File: src/rtl/rt_ctrl_regs.sv
module rt_ctrl_regs #(
  parameter int NB = 8,
  parameter int NC = 8,
  parameter int ND = 3,
  parameter logic [7:0] BASE_HI = 8'h04,
  localparam int NPIN = NB + NC + ND
) (
  input  logic            clk,
  input  logic            rst_n,
  input  logic            io_strobe,
  input  logic            io_write,
  input  logic [15:0]     io_addr,
  input  logic [15:0]     io_wdata,
  output logic [15:0]     io_rdata,
  input  logic [NPIN-1:0] pin_in,
  input  logic [NPIN-1:0] fab_out,
  input  logic [NPIN-1:0] fab_oe,
  output logic [NPIN-1:0] pin_out,
  output logic [NPIN-1:0] pin_oe,
  output logic            fab_lowpwr,
  input  logic [15:0]     fab_sig_in,
  output logic [15:0]     fab_sig_out
);

  localparam logic [7:0] A_MODE0 = 8'h00, A_MODE1 = 8'h01, A_MODE2 = 8'h02;
  localparam logic [7:0] A_DIR0  = 8'h04, A_DIR1  = 8'h05, A_DIR2  = 8'h06;
  localparam logic [7:0] A_OUT0  = 8'h08, A_OUT1  = 8'h09, A_OUT2  = 8'h0A;
  localparam logic [7:0] A_PIN0  = 8'h0C, A_PIN1  = 8'h0D, A_PIN2  = 8'h0E;
  localparam logic [7:0] A_PWR   = 8'h10, A_BLK0  = 8'h11, A_BLK1  = 8'h12;
  localparam int S1 = NB;
  localparam int S2 = NB + NC;

  logic            hit, wr, impl;
  logic [7:0]      off, wb, rd_byte;
  logic [NPIN-1:0] mode, dir, olat;
  logic            pwr;
  logic [15:0]     blk;
  wire             unused_hi = ^io_wdata[15:8];

  assign hit = io_strobe && (io_addr[15:8] == BASE_HI);
  assign wr  = hit && io_write;
  assign off = io_addr[7:0];
  assign wb  = io_wdata[7:0];

  for (genvar i = 0; i < NPIN; i++) begin : g_pin
    localparam int P = (i < S1) ? 0 : (i < S2) ? 1 : 2;
    localparam int B = i - ((P == 0) ? 0 : (P == 1) ? S1 : S2);
    localparam logic [7:0] AM = (P == 0) ? A_MODE0 : (P == 1) ? A_MODE1 : A_MODE2;
    localparam logic [7:0] AD = (P == 0) ? A_DIR0  : (P == 1) ? A_DIR1  : A_DIR2;
    localparam logic [7:0] AO = (P == 0) ? A_OUT0  : (P == 1) ? A_OUT1  : A_OUT2;
    logic m_q, d_q, o_q;
    always_ff @(posedge clk or negedge rst_n) begin
      if (!rst_n) begin
        m_q <= 1'b0;
        d_q <= 1'b0;
        o_q <= 1'b0;
      end else if (wr) begin
        if (off == AM) m_q <= wb[B];
        if (off == AD) d_q <= wb[B];
        if (off == AO) o_q <= wb[B];
      end
    end
    assign mode[i] = m_q;
    assign dir[i]  = d_q;
    assign olat[i] = o_q;
  end

  always_ff @(posedge clk or negedge rst_n) begin
    if (!rst_n) begin
      pwr <= 1'b0;
      blk <= '0;
    end else if (wr) begin
      if (off == A_PWR)  pwr       <= wb[0];
      if (off == A_BLK0) blk[7:0]  <= wb;
      if (off == A_BLK1) blk[15:8] <= wb;
    end
  end

  always_comb begin
    impl    = 1'b1;
    rd_byte = 8'h00;
    case (off)
      A_MODE0: rd_byte = 8'(mode[S1-1:0]);
      A_MODE1: rd_byte = 8'(mode[S2-1:S1]);
      A_MODE2: rd_byte = 8'(mode[NPIN-1:S2]);
      A_DIR0:  rd_byte = 8'(dir[S1-1:0]);
      A_DIR1:  rd_byte = 8'(dir[S2-1:S1]);
      A_DIR2:  rd_byte = 8'(dir[NPIN-1:S2]);
      A_OUT0:  rd_byte = 8'(olat[S1-1:0]);
      A_OUT1:  rd_byte = 8'(olat[S2-1:S1]);
      A_OUT2:  rd_byte = 8'(olat[NPIN-1:S2]);
      A_PIN0:  rd_byte = 8'(pin_in[S1-1:0]);
      A_PIN1:  rd_byte = 8'(pin_in[S2-1:S1]);
      A_PIN2:  rd_byte = 8'(pin_in[NPIN-1:S2]);
      A_PWR:   rd_byte = {7'd0, pwr};
      A_BLK0:  rd_byte = blk[7:0];
      A_BLK1:  rd_byte = blk[15:8];
      default: impl = 1'b0;
    endcase
  end

  assign io_rdata    = (hit && !io_write) ? {8'h00, rd_byte} : 16'h0000;
  assign pin_oe      = (mode & fab_oe)  | (~mode & dir);
  assign pin_out     = (mode & fab_out) | (~mode & olat);
  assign fab_lowpwr  = pwr;
  assign fab_sig_out = fab_sig_in & ~blk;

  assert_idle_zero_R1: assert property (@(posedge clk) disable iff (!rst_n)
    !io_strobe |-> io_rdata == 16'h0000);

  assert_upper_zero_R2: assert property (@(posedge clk) disable iff (!rst_n)
    io_rdata[15:8] == 8'h00);

  assert_unimpl_write_R3: assert property (@(posedge clk) disable iff (!rst_n)
    (wr && !impl) |=> ($stable(mode) && $stable(dir) && $stable(olat) && $stable(pwr) && $stable(blk)));

  assert_dir_update_R5: assert property (@(posedge clk) disable iff (!rst_n)
    (wr && off == A_DIR0) |=> dir[S1-1:0] == $past(io_wdata[S1-1:0]));

  assert_pwr_update_R7: assert property (@(posedge clk) disable iff (!rst_n)
    (wr && off == A_PWR) |=> fab_lowpwr == $past(io_wdata[0]));

  assert_reset_clear_R9: assert property (@(posedge clk)
    $rose(rst_n) |-> (mode == '0 && dir == '0 && olat == '0 && !pwr && blk == '0));

endmodule

File: config.mk
export PLATFORM = sky130hd
export DESIGN_NAME = rt_ctrl_regs
export DESIGN_NICKNAME = d
export VERILOG_FILES = /design/src/rtl/rt_ctrl_regs.sv
export SDC_FILE = /design/constraint.sdc
export NUM_CORES = 1
export LEC_CHECK = 0
export BUFFER_PORTS_ARGS = -buffer_cell sky130_fd_sc_hd__clkbuf_2
export CORE_MARGIN = 10
export CORE_UTILIZATION = 44
export DETAILED_ROUTE_END_ITERATION = 8
export PLACE_DENSITY = 0.8
export SYNTH_ARGS = -nofsm -noshare
export SYNTH_HDL_FRONTEND = slang
export SYNTH_SLANG_ARGS = --single-unit
File: constraint.sdc
create_clock -name clk -period 1.8 [get_ports clk]
set_input_delay 0.18 -clock clk [delete_from_list [all_inputs] [get_ports clk]]
set_output_delay 0.18 -clock clk [all_outputs]
set_load 0.005 [all_outputs]
==> flow_metrics.env <==
export IMPL_synth_edff_count=0
export IMPL_boundaryPins=180
export IMPL_htree_levels=3
export IMPL_syn_area_um2=4400
export IMPL_hold_class="in2reg"
export IMPL_areaGrowthSynthToFinish_pct=43.3
export IMPL_grtUsageTotal_pct=21.0
export IMPL_layout_commonest_cell="clkbuf_2"
export IMPL_fin_setup_tns_ns=-1.03
export IMPL_worstPathMaxFanout=3
export IMPL_setup_ws_ns=-0.228
export IMPL_yosys_warnings=0
export IMPL_worstPathArrival_ns=1.85
export IMPL_slew_violations=0
export IMPL_multi_input_area_um2=2570
export IMPL_crit_path_cell_trace="buf_6 -> or4_4 -> or3_4 -> o32a_1 -> a21oi_2 -> buf_2"
export IMPL_cts_tree="yes"
export IMPL_critPathLaunchType="input pin"
export IMPL_overflow=0
export IMPL_status="finished with violations"
export IMPL_cts_buffer_depth=2
export IMPL_skew_ns=0
export IMPL_layout_common_cells="clkbuf_2, mux2_2, dfrtp_1"
export IMPL_cts_sinks=74
export IMPL_first_global_vias=4386
export IMPL_critPathCaptureType="primary output"
export IMPL_start_util_pct=45.0
export IMPL_nFillCells=770
export IMPL_cts_made_buffers=9
export IMPL_hold_slack_ns=0.171
export IMPL_place_area_um2=5800
export IMPL_post_route_period_util_pct=113
export IMPL_tightest_slew_ns=0.534
export IMPL_diodes=0
export IMPL_synthArstFlopShare_pct=100
export IMPL_powerDensity_nw_per_um2=557
export IMPL_drive_gt1_share_pct=68.0
export IMPL_wl_per_cell_um=21.3
export IMPL_synth_seq_cells=74
export IMPL_grt_start_max_net_pins=41
export IMPL_root_buffer="clkbuf_8"
export IMPL_vias=3966
export IMPL_drtIter0Drc=284
export IMPL_required_ns=1.62
export IMPL_nets=697
export IMPL_p_leak_uw=0.00332
export IMPL_post_route_drc_count=0
export IMPL_fin_area_um2=6300
export IMPL_dieArea_um2=14400
export IMPL_hold_viol_final=0
export IMPL_slew_headroom_pct=64.4
export IMPL_max_stage_delay_ns=0.56
export IMPL_place_gp_congestion=0.893
export IMPL_via_per_inst=5.46
export IMPL_post_route_util_pct=64.5
export IMPL_finalSetupViolCount=8
export IMPL_crit_buf_inv=2
export IMPL_drt_first_pass_iters=5
export IMPL_grt_pass1_wl_um=24100
export IMPL_syn_inst=358
export IMPL_yosysSeqAreaShare_pct=42.1
export IMPL_antenna_found_initial=0
export IMPL_path_clk_slew_ns=0.08
export IMPL_irDropWorstVdd_uv=469
export IMPL_die_y_um=120
export IMPL_crit_family="simple AND/OR/NAND/NOR gates"
export IMPL_min_period_ns=2.03
export IMPL_seq_area_um2=1850
export IMPL_worstSkewPairLatency_ns=0.36
export IMPL_cp_slowest_cell="or4_4"
export IMPL_timing_fmax_ghz=0.493
export IMPL_place_hpwl_um=12000
export IMPL_cap_violations=0
export IMPL_synth_cell_type_count=43
export IMPL_synthFlopType="dfrtp_1"
export IMPL_chipWidth_um=120
export IMPL_avgSynthCellArea_um2=12.3
export IMPL_port_buffers=163
export IMPL_rows=36
export IMPL_violations="negative setup slack"
export IMPL_rsz0062_at_grt="true"
export IMPL_wirelength_um=15500
export IMPL_final_antenna_net_count=0
export IMPL_coreArea_um2=9770
export IMPL_critPathKind="in2out"
report_power, final:
| group | internal, uW | leakage (uW) | switching, uW |
|---|---|---|---|
| logic | 199 | 0.00218 | 211 |
| registers | 1660 | 0.00103 | 0.295 |
| clock network | 785 | 0.000101 | 653 |
state kept, by name (all words and copies together), names as in the netlist:
register	cells
g_pin.o_q	19
g_pin.d_q	19
fab_lowpwr	1
blk	16
g_pin.m_q	19
cells by family (layout without fill, tap and decap cells):
| logic type | after synthesis | count (layout) | share of synthesized area [%] |
|---|---|---|---|
| buffers and inverters | 27 | 255 | 4.10 |
| DFF | 74 | 74 | 42.1 |
| other | 1 | 8 | 0.0853 |
| muxes | 133 | 133 | 36.2 |
| AOI/OAI and AO/OA | 44 | 44 | 7.03 |
| and+or+nand+nor | 79 | 79 | 10.5 |
cells in the mapped netlist, types with 2 or more instances:
cell type  number  area [um^2]
dfrtp_1        74         1850
mux2_2        112         1260
clkbuf_1        9         33.8
o21ai_0         4         20.0
nor2_1         13         48.8
nor2_2          3         18.8
nor2b_1        23          144
nor4_1          2         12.5
mux4_2          9          203
a22oi_1         9         67.6
a32oi_1         3         26.3
buf_2           3         15.0
and3_1          3         18.8
a31oi_1         6         37.5
buf_4           8         60.1
buf_6           2         22.5
or3_1           2         12.5
inv_1           2         7.51
clkbuf_8        3         41.3
nand2_1        15         56.3
mux2i_1         7         70.1
nor3_1          4         20.0
nor2_8          3         60.1
a32o_1          2         20.0
a221oi_1        2         17.5
mux2_1          5         56.3
nand3_1         5         25.0
o32ai_1         2         17.5
a21oi_1         9         45.0
per-stage QoR:
stage | setup slack (ns) | std cells | power [uW]
finish | -0.228 | 726 | 3510
global route | -0.286 | 726 | 3630
CTS | -0.178 | 724 | 3510
detailed placement | -0.342 | 693 | 2080
global placement | -0.317 | 693 | 2070
floorplan | -0.122 | 365 | 1830
cell type report:
type	instances	share of cell area (%)
clock buffer	12	2.14
clock inverter	4	1.21
inverter	2	0.119
multi-input combinational	264	40.8
sequential	74	29.4
tap	133	2.64
timing repair buffer	237	23.7
worst paths after layout:
path | startpoint | end | slack, ns | depth (start not counted)
setup / recovery | io_addr[6] | io_rdata[5] | -0.23 | 6
hold / removal | io_wdata[4] | g_pin[4].m_q$_DFFE_PN0P_ | 0.17 | 2
setup reg to reg | g_pin[4].o_q$_DFFE_PN0P_ | g_pin[4].o_q$_DFFE_PN0P_ | 0.74 | 3
hold reg to reg | g_pin[14].d_q$_DFFE_PN0P_ | g_pin[14].d_q$_DFFE_PN0P_ | 0.53 | 1
max in group asynchronous | rst_n | g_pin[18].m_q$_DFFE_PN0P_ | 0.88 | 3
min in group asynchronous | rst_n | g_pin[5].m_q$_DFFE_PN0P_ | 0.34 | 2
layer usage:
layer | part of all wire, % | GRT usage, %
met5 | 0 | 0
met4 | 1.6 | 5.88
met3 | 10 | 7.22
met2 | 48 | 33.6
met1 | 40 | 26.4
what timing repair did:
| item | in CTS | in global routing |
|---|---|---|
| endpoints found under the hold margin | 39 | 0 |
| pin swaps | 16 | 13 |
| gates cloned | 0 | 0 |
| gates resized for setup | 14 | 26 |
| setup buffers | 14 | 2 |
| setup endpoints to repair | 8 | 33 |
| hold buffers | 1 | 0 |
No activity file was read; power rests on OpenSTA's default activity.
